### config.mk
export PLATFORM = sky130hd
export DESIGN_NAME = shutdown_pulse_seq
export DESIGN_NICKNAME = d
export VERILOG_FILES = /design/src/rtl/spo_pkg.sv /design/src/rtl/spo_rst_sync.sv /design/src/rtl/spo_ms_tick.sv /design/src/rtl/spo_phase_timer.sv /design/src/rtl/shutdown_pulse_seq.sv
export SDC_FILE = /design/constraint.sdc
export NUM_CORES = 1
export LEC_CHECK = 0
export ABC_AREA = 1
export BUFFER_PORTS_ARGS = -buffer_cell sky130_fd_sc_hd__buf_2
export CAP_MARGIN = 20
export CORE_MARGIN = 1.5
export CORE_UTILIZATION = 26
export CTS_CLUSTER_DIAMETER = 80
export DETAILED_ROUTE_END_ITERATION = 7
export HOLD_SLACK_MARGIN = 0.03
export SYNTH_ARGS = -nofsm -noshare
export SYNTH_HDL_FRONTEND = slang
export SYNTH_SLANG_ARGS = --single-unit
### constraint.sdc
create_clock -name clk -period 2.17 [get_ports clk]
set_input_delay 0.217 -clock clk [delete_from_list [all_inputs] [get_ports clk]]
set_output_delay 0.217 -clock clk [all_outputs]
set_load 0.05 [all_outputs]
### src/rtl/spo_pkg.sv
package spo_pkg;
  typedef enum logic [2:0] {
    PH_IDLE  = 3'd0,
    PH_ACT1  = 3'd1,
    PH_INACT = 3'd2,
    PH_WAIT  = 3'd3,
    PH_FIN   = 3'd4
  } phase_e;
endpackage

### src/rtl/spo_rst_sync.sv
module spo_rst_sync #(
  parameter int unsigned STAGES = 2
) (
  input  logic clk,
  input  logic arst_n,
  output logic srst_n_o
);
  logic [STAGES-1:0] sh_q;

  always_ff @(posedge clk or negedge arst_n) begin
    if (!arst_n) sh_q <= '0;
    else         sh_q <= {sh_q[STAGES-2:0], 1'b1};
  end

  assign srst_n_o = sh_q[STAGES-1];
endmodule

### src/rtl/spo_ms_tick.sv
module spo_ms_tick #(
  parameter int unsigned CYC_PER_TICK = 1000
) (
  input  logic clk,
  input  logic rst_n,
  input  logic clr_i,
  output logic tick_o
);
  localparam int unsigned CW = (CYC_PER_TICK < 2) ? 1 : $clog2(CYC_PER_TICK);
  localparam logic [CW-1:0] LAST = CW'(CYC_PER_TICK - 1);

  logic [CW-1:0] cnt_q, cnt_d;

  assign tick_o = (cnt_q == LAST);

  always_comb begin
    cnt_d = cnt_q;
    if (clr_i)       cnt_d = '0;
    else if (tick_o) cnt_d = '0;
    else             cnt_d = cnt_q + 1'b1;
  end

  always_ff @(posedge clk or negedge rst_n) begin
    if (!rst_n) cnt_q <= '0;
    else        cnt_q <= cnt_d;
  end

  // a tick is followed by a fresh count from zero
  a_r11_tick_wraps: assert property (@(posedge clk) disable iff (!rst_n)
    (tick_o && !clr_i) |=> (cnt_q == '0));
endmodule

### src/rtl/spo_phase_timer.sv
module spo_phase_timer #(
  parameter int unsigned DW = 16
) (
  input  logic          clk,
  input  logic          rst_n,
  input  logic          load_i,
  input  logic [DW-1:0] load_val_i,
  input  logic          tick_i,
  output logic          expire_o
);
  logic [DW-1:0] cnt_q, cnt_d;
  logic          cnt_en;

  // zero and one both end on the first tick
  assign expire_o = tick_i && (cnt_q <= DW'(1));
  assign cnt_en   = load_i || (tick_i && !expire_o);

  always_comb begin
    cnt_d = cnt_q;
    if (load_i)      cnt_d = load_val_i;
    else if (cnt_en) cnt_d = cnt_q - 1'b1;
  end

  always_ff @(posedge clk or negedge rst_n) begin
    if (!rst_n)      cnt_q <= '0;
    else if (cnt_en) cnt_q <= cnt_d;
  end
endmodule

### src/rtl/shutdown_pulse_seq.sv
module shutdown_pulse_seq
  import spo_pkg::*;
#(
  parameter int unsigned CLK_HZ      = 125_000_000,
  parameter int unsigned DLY_W       = 16,
  parameter int unsigned SYNC_STAGES = 2
) (
  input  logic             clk,
  input  logic             rst_n,
  input  logic             start_i,
  input  logic             act_high_i,
  input  logic             defer_oe_i,
  input  logic [DLY_W-1:0] dly_act_i,
  input  logic [DLY_W-1:0] dly_inact_i,
  input  logic [DLY_W-1:0] dly_wait_i,
  output logic             pad_o,
  output logic             pad_oe_o,
  output logic             busy_o,
  output logic             done_o,
  output logic             timeout_o
);
  localparam int unsigned CYC_PER_MS = (CLK_HZ / 1000 < 1) ? 1 : CLK_HZ / 1000;

  logic             rst_int_n;
  logic             tick, expire, accept, t_load;
  logic [DLY_W-1:0] t_val;
  phase_e           phase_q, phase_d;
  logic             pol_q, pol_d;
  logic [DLY_W-1:0] dinact_q, dinact_d, dwait_q, dwait_d;
  logic             level_act, drive_active;

  spo_rst_sync #(.STAGES(SYNC_STAGES)) u_rst (
    .clk     (clk),
    .arst_n  (rst_n),
    .srst_n_o(rst_int_n)
  );

  spo_ms_tick #(.CYC_PER_TICK(CYC_PER_MS)) u_tick (
    .clk   (clk),
    .rst_n (rst_int_n),
    .clr_i (accept),
    .tick_o(tick)
  );

  spo_phase_timer #(.DW(DLY_W)) u_timer (
    .clk       (clk),
    .rst_n     (rst_int_n),
    .load_i    (t_load),
    .load_val_i(t_val),
    .tick_i    (tick),
    .expire_o  (expire)
  );

  assign accept = start_i && (phase_q == PH_IDLE);
  assign t_load = accept || (expire && (phase_q == PH_ACT1 || phase_q == PH_INACT));
  assign t_val  = accept ? dly_act_i : ((phase_q == PH_ACT1) ? dinact_q : dwait_q);

  // next-state
  always_comb begin
    phase_d = phase_q;
    unique case (phase_q)
      PH_IDLE:  if (accept) phase_d = PH_ACT1;
      PH_ACT1:  if (expire) phase_d = PH_INACT;
      PH_INACT: if (expire) phase_d = PH_WAIT;
      PH_WAIT:  if (expire) phase_d = PH_FIN;
      default:  phase_d = phase_q;
    endcase
  end

  always_comb begin
    pol_d    = accept ? act_high_i  : pol_q;
    dinact_d = accept ? dly_inact_i : dinact_q;
    dwait_d  = accept ? dly_wait_i  : dwait_q;
  end

  always_ff @(posedge clk or negedge rst_int_n) begin
    if (!rst_int_n) phase_q <= PH_IDLE;
    else            phase_q <= phase_d;
  end

  always_ff @(posedge clk or negedge rst_int_n) begin
    if (!rst_int_n) begin
      pol_q    <= 1'b1;
      dinact_q <= '0;
      dwait_q  <= '0;
    end else if (accept) begin
      pol_q    <= pol_d;
      dinact_q <= dinact_d;
      dwait_q  <= dwait_d;
    end
  end

  // pad decode
  assign level_act    = (phase_q == PH_IDLE) ? act_high_i : pol_q;
  assign drive_active = (phase_q == PH_ACT1) || (phase_q == PH_WAIT) || (phase_q == PH_FIN);
  assign pad_o        = drive_active ? level_act : ~level_act;
  assign pad_oe_o     = (phase_q != PH_IDLE) || !defer_oe_i;
  assign busy_o       = (phase_q == PH_ACT1) || (phase_q == PH_INACT) || (phase_q == PH_WAIT);
  assign done_o       = (phase_q == PH_WAIT) || (phase_q == PH_FIN);
  assign timeout_o    = (phase_q == PH_FIN);

  // a running sequence always drives the pad
  a_r3_busy_drives: assert property (@(posedge clk) disable iff (!rst_int_n)
    busy_o |-> pad_oe_o);
  // busy only rises after a start request
  a_r9_busy_from_start: assert property (@(posedge clk) disable iff (!rst_int_n)
    $rose(busy_o) |-> $past(start_i));
  // timeout holds until reset
  a_r9_timeout_sticky: assert property (@(posedge clk) disable iff (!rst_int_n)
    timeout_o |=> timeout_o);
  // timeout implies done and idle-free
  a_r6_timeout_done: assert property (@(posedge clk) disable iff (!rst_int_n)
    timeout_o |-> (done_o && !busy_o && pad_oe_o));
  // running phases only advance on a millisecond tick
  a_r10_advance_on_tick: assert property (@(posedge clk) disable iff (!rst_int_n)
    (($past(phase_q) != PH_IDLE) && (phase_q != $past(phase_q))) |-> $past(tick));
  // each phase change while running flips the pad
  a_r5_edge_per_phase: assert property (@(posedge clk) disable iff (!rst_int_n)
    (($past(busy_o) && busy_o) && (phase_q != $past(phase_q))) |-> (pad_o != $past(pad_o)));
endmodule

After elaboration in Yosys (flattened, before gate mapping)
Cells that the tools add are included.
{ "word_totals": {"in_bits": 53, "output_inout_bits": 5, "word_cells": 50, "regBits": 71} }
{ "op_classes": {"addsub": 2, "n_lt_le_gt_ge": 1, "bitwise": 1, "eq_ne": 9, "n_reduce_logical": 18, "mux": 12} }
{ "ops": {"columns": ["op", "n"], "rows": [
  ["16-bit two-way mux", 3],
  ["17-bit two-way mux", 2],
  ["17-bit by 1-bit adder with 17-bit output (second input constant)", 1],
  ["17-bit == test (second input constant)", 1],
  ["16-bit by 1-bit <= comparator with 1-bit output (second input constant)", 1],
  ["16-bit by 1-bit subtractor with 16-bit output (second input constant)", 1],
  ["3-bit two-way mux", 4],
  ["3-bit one-hot mux with 4 select lines", 1],
  ["1-bit logical OR", 8],
  ["2-bit inequality test (second input constant)", 4],
  ["3-bit by 2-bit == test with 1-bit output (second input constant)", 2],
  ["5-bit AND reduction", 1],
  ["1-bit logical AND", 4],
  ["4-bit nonzero test", 1],
  ["3-bit by 1-bit == test with 1-bit output (second input constant)", 1],
  ["3-bit == test (second input constant)", 1],
  ["3-bit logical NOT", 1],
  ["3-bit nonzero test", 1],
  ["1-bit logical NOT", 2],
  ["1-bit two-way mux", 2],
  ["1-bit NOT", 1]
]} }

Logic depth before layout (Yosys ltp)
{ "depth": {"word_depth": 5, "ltp_mapped": 12, "depth_no_buf": 12} }

Modules after synthesis
Synthesis repeated with hierarchy kept, for this count alone.
{ "unflattened": {"cells_unflattened": 598, "area_unflattened_um2": 4247.8} }
{ "by_module_without_submodules": {"columns": ["module", "area_per_inst_um2", "seq_area_each_um2", "cells_each", "n_inst"], "rows": [
  ["shutdown_pulse_seq", 1964.4, 902.1, 268, 1],
  ["spo_phase_timer", 1232.4, 400.4, 191, 1],
  ["spo_ms_tick", 997.2, 425.4, 136, 1],
  ["spo_rst_sync", 53.8, 50.0, 3, 1]
]} }

Worst setup path before layout
No wires, ideal clock.
{ "synth_path": {"path_kind": "reg2out", "from": "reg phase_q[0]", "to": "out pad_o", "t_arrival_ns": 2.328, "n_path_buf": 0, "t_required_ns": 1.953, "path_slack_ns": -0.375, "stages_incl_launch_ff": 6, "cell_sequence": "dfrtp_1 > nor2_1 > inv_2 > nor2_1 > a21oi_1 > xnor2_1"} }
{ "synth_between": {"elab_cells_between_ends": 9, "classes_between": "eq/ne: 3; mux: 2; bitwise: 1; reduce/logical: 3"} }
{ "synth_rtl": {"columns": ["item", "line", "text"], "rows": [
  ["start: declaration", "shutdown_pulse_seq.sv:27", "phase_e phase_q, phase_d;"],
  ["start signal: assignment", "shutdown_pulse_seq.sv:78", "else phase_q <= phase_d;"],
  ["3-bit == test", null, null],
  ["via timeout_o", "shutdown_pulse_seq.sv:20", "output logic timeout_o"],
  ["1-bit logical OR", "shutdown_pulse_seq.sv:95", "assign drive_active = (phase_q == PH_ACT1) || (phase_q == PH_WAIT) || (phase_q == PH_FIN);"],
  ["1-bit two-way mux", "shutdown_pulse_seq.sv:96", "assign pad_o = drive_active ? level_act : ~level_act;"],
  ["end: declaration", "shutdown_pulse_seq.sv:16", "output logic pad_o,"]
]} }
The timed path passes the listed nets, and every way through them passes these cells.

Worst setup path after layout
{ "layout_path": {"from": "reg phase_q[0]", "to": "out pad_o"} }
{ "layout_between": {"elab_chain_cells": 4, "elab_cells_between_ends": 9, "classes_between": "eq/ne: 3; mux: 2; bitwise: 1; reduce/logical: 3"} }
{ "layout_lines": {"columns": ["item", "line"], "rows": [
  ["3-bit by 1-bit == test with 1-bit output, or another cell as far along", "shutdown_pulse_seq.sv:95"],
  ["1-bit logical OR / 1-bit two-way mux (equally long branches)", "shutdown_pulse_seq.sv:95, shutdown_pulse_seq.sv:94"],
  ["1-bit logical OR / 1-bit NOT (equally long branches)", "shutdown_pulse_seq.sv:95, shutdown_pulse_seq.sv:96"],
  ["1-bit two-way mux (*)", "shutdown_pulse_seq.sv:96"]
]} }
Mark *: on every way between the ends. The rest lies on a longest branch, timed or not.

==> run metrics <==
slew margin rel.=around 46%; Rows=45; DR pass1 iterations=5; I/O Buffers=57; cells along the critical path=nor2_1 -> inv_2 -> nor2_4 -> nand2_1 -> o21ai_0 -> xnor2_2 -> clkbuf_4; Pwr Density=587.3 mW/mm²; Net Sw Power=0.6468 mW; most common flop cell mapped by yosys=dfrtp_1; die width=128.8 µm; Area Growth Syn to Fin=20.42%; worst slew pin tran=816.1 ps; clock buffer count from CTS=9; initial DRC count=298; gpl congestion=0.8180; crit-path max FO=6; reg2reg end=u_timer.cnt_q[6]$_DFFE_PN0P_; Cell Area, Synth=around 0.004 mm²; DRT antenna net count=0; CTS H-tree depth=3; cell depth of the worst hold path=3; R2R Path Start=phase_q[0]$_DFFE_PN0P_; CTS root buffer=clkbuf_16; Routed wire per std cell=around 12 µm; clk_skew=9.812 ps; Internal=2.261 mW; share of cells above drive strength 1=about 17%; DR vias/cell=~4.4; Crit path arrival time=approximately 1800 ps; core area=0.01531 mm²; clk_lat worst skew=around 340 ps; asr flop ratio synth=100.0%; die area=~0.017 mm²; WHS=roughly 75 ps; LEAKAGE=approximately 2.5 nW; Seq pwr share=about 46%; I/O pins=58; antenna cell count=0; hold path endpoint=dwait_q[1]$_DFFE_PN0P_; # DRC=0; Clock transition at path regs=approximately 60 ps; max layer used=met4; logic gate share of total power=2.3%; CP required=just under 2000 ps; clock sinks=71; Peak VDD IR=0.0003202 V; WL met1=5133 µm; Slew Limit Fails=0; sw frac=between 20% and 30%; Die H=~130 µm; FF+latch count, synth=a little over 70; DR WL met3=394 µm; mean post-synth cell area=slightly above 7 µm²; dpl hpwl=around 7300 µm; FF+latch area=approximately 0.0018 mm²; critical path type=flop to output pin; Reg2Reg Setup Slack=a little over 300 ps; Syn. warnings=0; hold_sp=dly_wait_i[1]; NumNets Final=690; Vias=approximately 3700; reg2reg path depth=9; Final setup viols=0; sequential element share of the synthesized area=43.24%; synth unique cells=37; routed wl met2=~4400 µm; Critical Path Source Type=flop; Max stage delay on crit path=440 ps; maxcap violations=0; global route overflow=0; synthesized instance count=around 580; initial antenna violation count=0; Multi-input gate area=between 0.0015 and 0.002 mm²; status=complete, no violations; clock power share=roughly half; fin crit share=about 92%; Worst setup EP type=output pin; Setup TNS=0 ps; largest net degree at the start of global routing=40; number of global-route vias before repair=between 3000 and 4000; slowest stage cell on the critical path=dfrtp_1; syn_nets=631; fmax=0.4988 GHz; CTS Buffer Depth=2; Hold WC Path Type=primary input to flop; # fillers=approximately 1700; number of synthesized flops with an enable pin=0; DRT Wirelength=around 10000 µm; first-pass GRT wire length=about 17000 µm; min Tclk post-route=2005 ps; Tot GR Track Use=a little over an eighth; CTS tree=yes; initial core utilization=between 20% and 30%; RSZ-0062 raised after global routing=no; Final Hold Fails=0
==> kinds of logic (layout without fill, tap and decap cells) <==
logic type	Yosys count	count (layout)	share of synthesized area, %
buf+inv	78	142	8.764
xor+xnor	8	8	1.704
simple gates	343	343	36.43
other cells	1	1	0.09121
fa+ha+maj	3	3	0.9131
compound gates	71	71	8.856
flops	71	71	43.24
==> worst max path at each step <==
| stage | end | slack, ps | from | depth (start not counted) |
|---|---|---|---|---|
| after floorplan | dinact_q[0]$_DFFE_PN0P_ | 50 | u_rst.sh_q[1]$_DFF_PN0_ | 0 |
| after global placement | u_timer.cnt_q[6]$_DFFE_PN0P_ | 370 | phase_q[0]$_DFFE_PN0P_ | 8 |
| after detailed placement | u_timer.cnt_q[6]$_DFFE_PN0P_ | 290 | phase_q[0]$_DFFE_PN0P_ | 9 |
| after CTS | pad_o | 120 | phase_q[0]$_DFFE_PN0P_ | 7 |
| after global routing | pad_o | 20 | phase_q[0]$_DFFE_PN0P_ | 7 |
| final | pad_o | 170 | phase_q[0]$_DFFE_PN0P_ | 7 |
==> state kept, by name, indices dropped and copies added, names as in the netlist <==
signal,flops
dinact_q,16
u_rst.sh_q,2
u_tick.cnt_q,17
u_timer.cnt_q,16
pol_q,1
dwait_q,16
phase_q,3
==> critical path, delay by kind of cell, from the launching register on <==
kind            cells  cell delay, ps
flops               1             440
xor+xnor            1             160
simple gates        3             380
compound gates      1             140
buf+inv             2             340
==> timing repair <==
action,in CTS,in global routing
gates resized for setup,0,1
hold endpoints to repair,2,0
hold buffers,1,0
setup buffers,0,0
setup endpoints to repair,0,1
==> final cells by class <==
class	instances	area share, %
inverter	59	4.524
sequential	71	35.94
clock buffer	10	4.625
tap	211	5.332
multi-input combinational	426	40.06
clock inverter	6	1.390
timing repair buffer	67	8.137
==> power by group through the flow <==
| stage | Sequential, mW | Clock [mW] | Combinational (mW) |
|---|---|---|---|
| floorplan | 1.37 | 0 | 0.000678 |
| global placement | 1.36 | 0 | 0.0686 |
| detailed placement | 1.36 | 0 | 0.0682 |
| CTS | 1.34 | 1.53 | 0.0699 |
| global route | 1.34 | 1.60 | 0.0770 |
| finish | 1.34 | 1.50 | 0.0681 |
==> per-stage QoR <==
| step | util [%] | setup slack (ps) | power (mW) | instances | instance area, µm² |
|---|---|---|---|---|---|
| floorplan | - | 48.17 | 1.369 | 575 | 4121 |
| global placement | 30.30 | 370.8 | 1.433 | 833 | 4641 |
| detailed placement | 30.30 | 294.3 | 1.433 | 833 | 4641 |
| CTS | 32.31 | 117.5 | 2.939 | 850 | 4949 |
| global route | 32.33 | 15.25 | 3.016 | 850 | 4951 |
| finish | 32.33 | 165.3 | 2.908 | 850 | 4951 |
==> cell usage after synthesis, types with 5 or more instances <==
cell type	number	area, µm²
nand4_1	17	106.4
nand2_1	201	754.5
nor3_1	12	60.06
nand3_1	41	205.2
inv_1	54	202.7
dfrtp_1	70	1752
buf_2	7	35.03
a21oi_1	11	55.05
nor2_1	51	191.4
nand2_2	5	31.28
o21ai_0	52	260.3
==> metal layers <==
| metal | vias up | global-route usage (%) |
|---|---|---|
| met5 | - | 0 |
| met4 | 0 | 5.354 |
| met3 | 12 | 2.079 |
| met2 | 87 | 19.82 |
| met1 | 1692 | 18.92 |
| li1 | 1952 | - |
==> layout by cell type, fill, tap and decap left out, types with 2 or more instances in the layout <==
master,synthesis,final
clkbuf_16,0,9
ha_1,3,3
inv_1,54,54
nand3_1,41,41
o21ai_0,52,52
nand2_4,2,2
xor2_1,4,4
inv_2,4,4
a21oi_1,11,11
nor2_4,4,4
nor2_1,51,50
buf_4,4,6
buf_2,7,56
dfrtp_1,70,69
nand2_1,201,201
clkinv_4,0,2
o21a_1,2,2
buf_12,0,3
o21ai_1,4,4
nand2_2,5,5
nand4_1,17,17
nor3_1,12,12
xnor2_1,4,3
nor2_2,3,4
No activity file was read; power rests on OpenSTA's default activity.
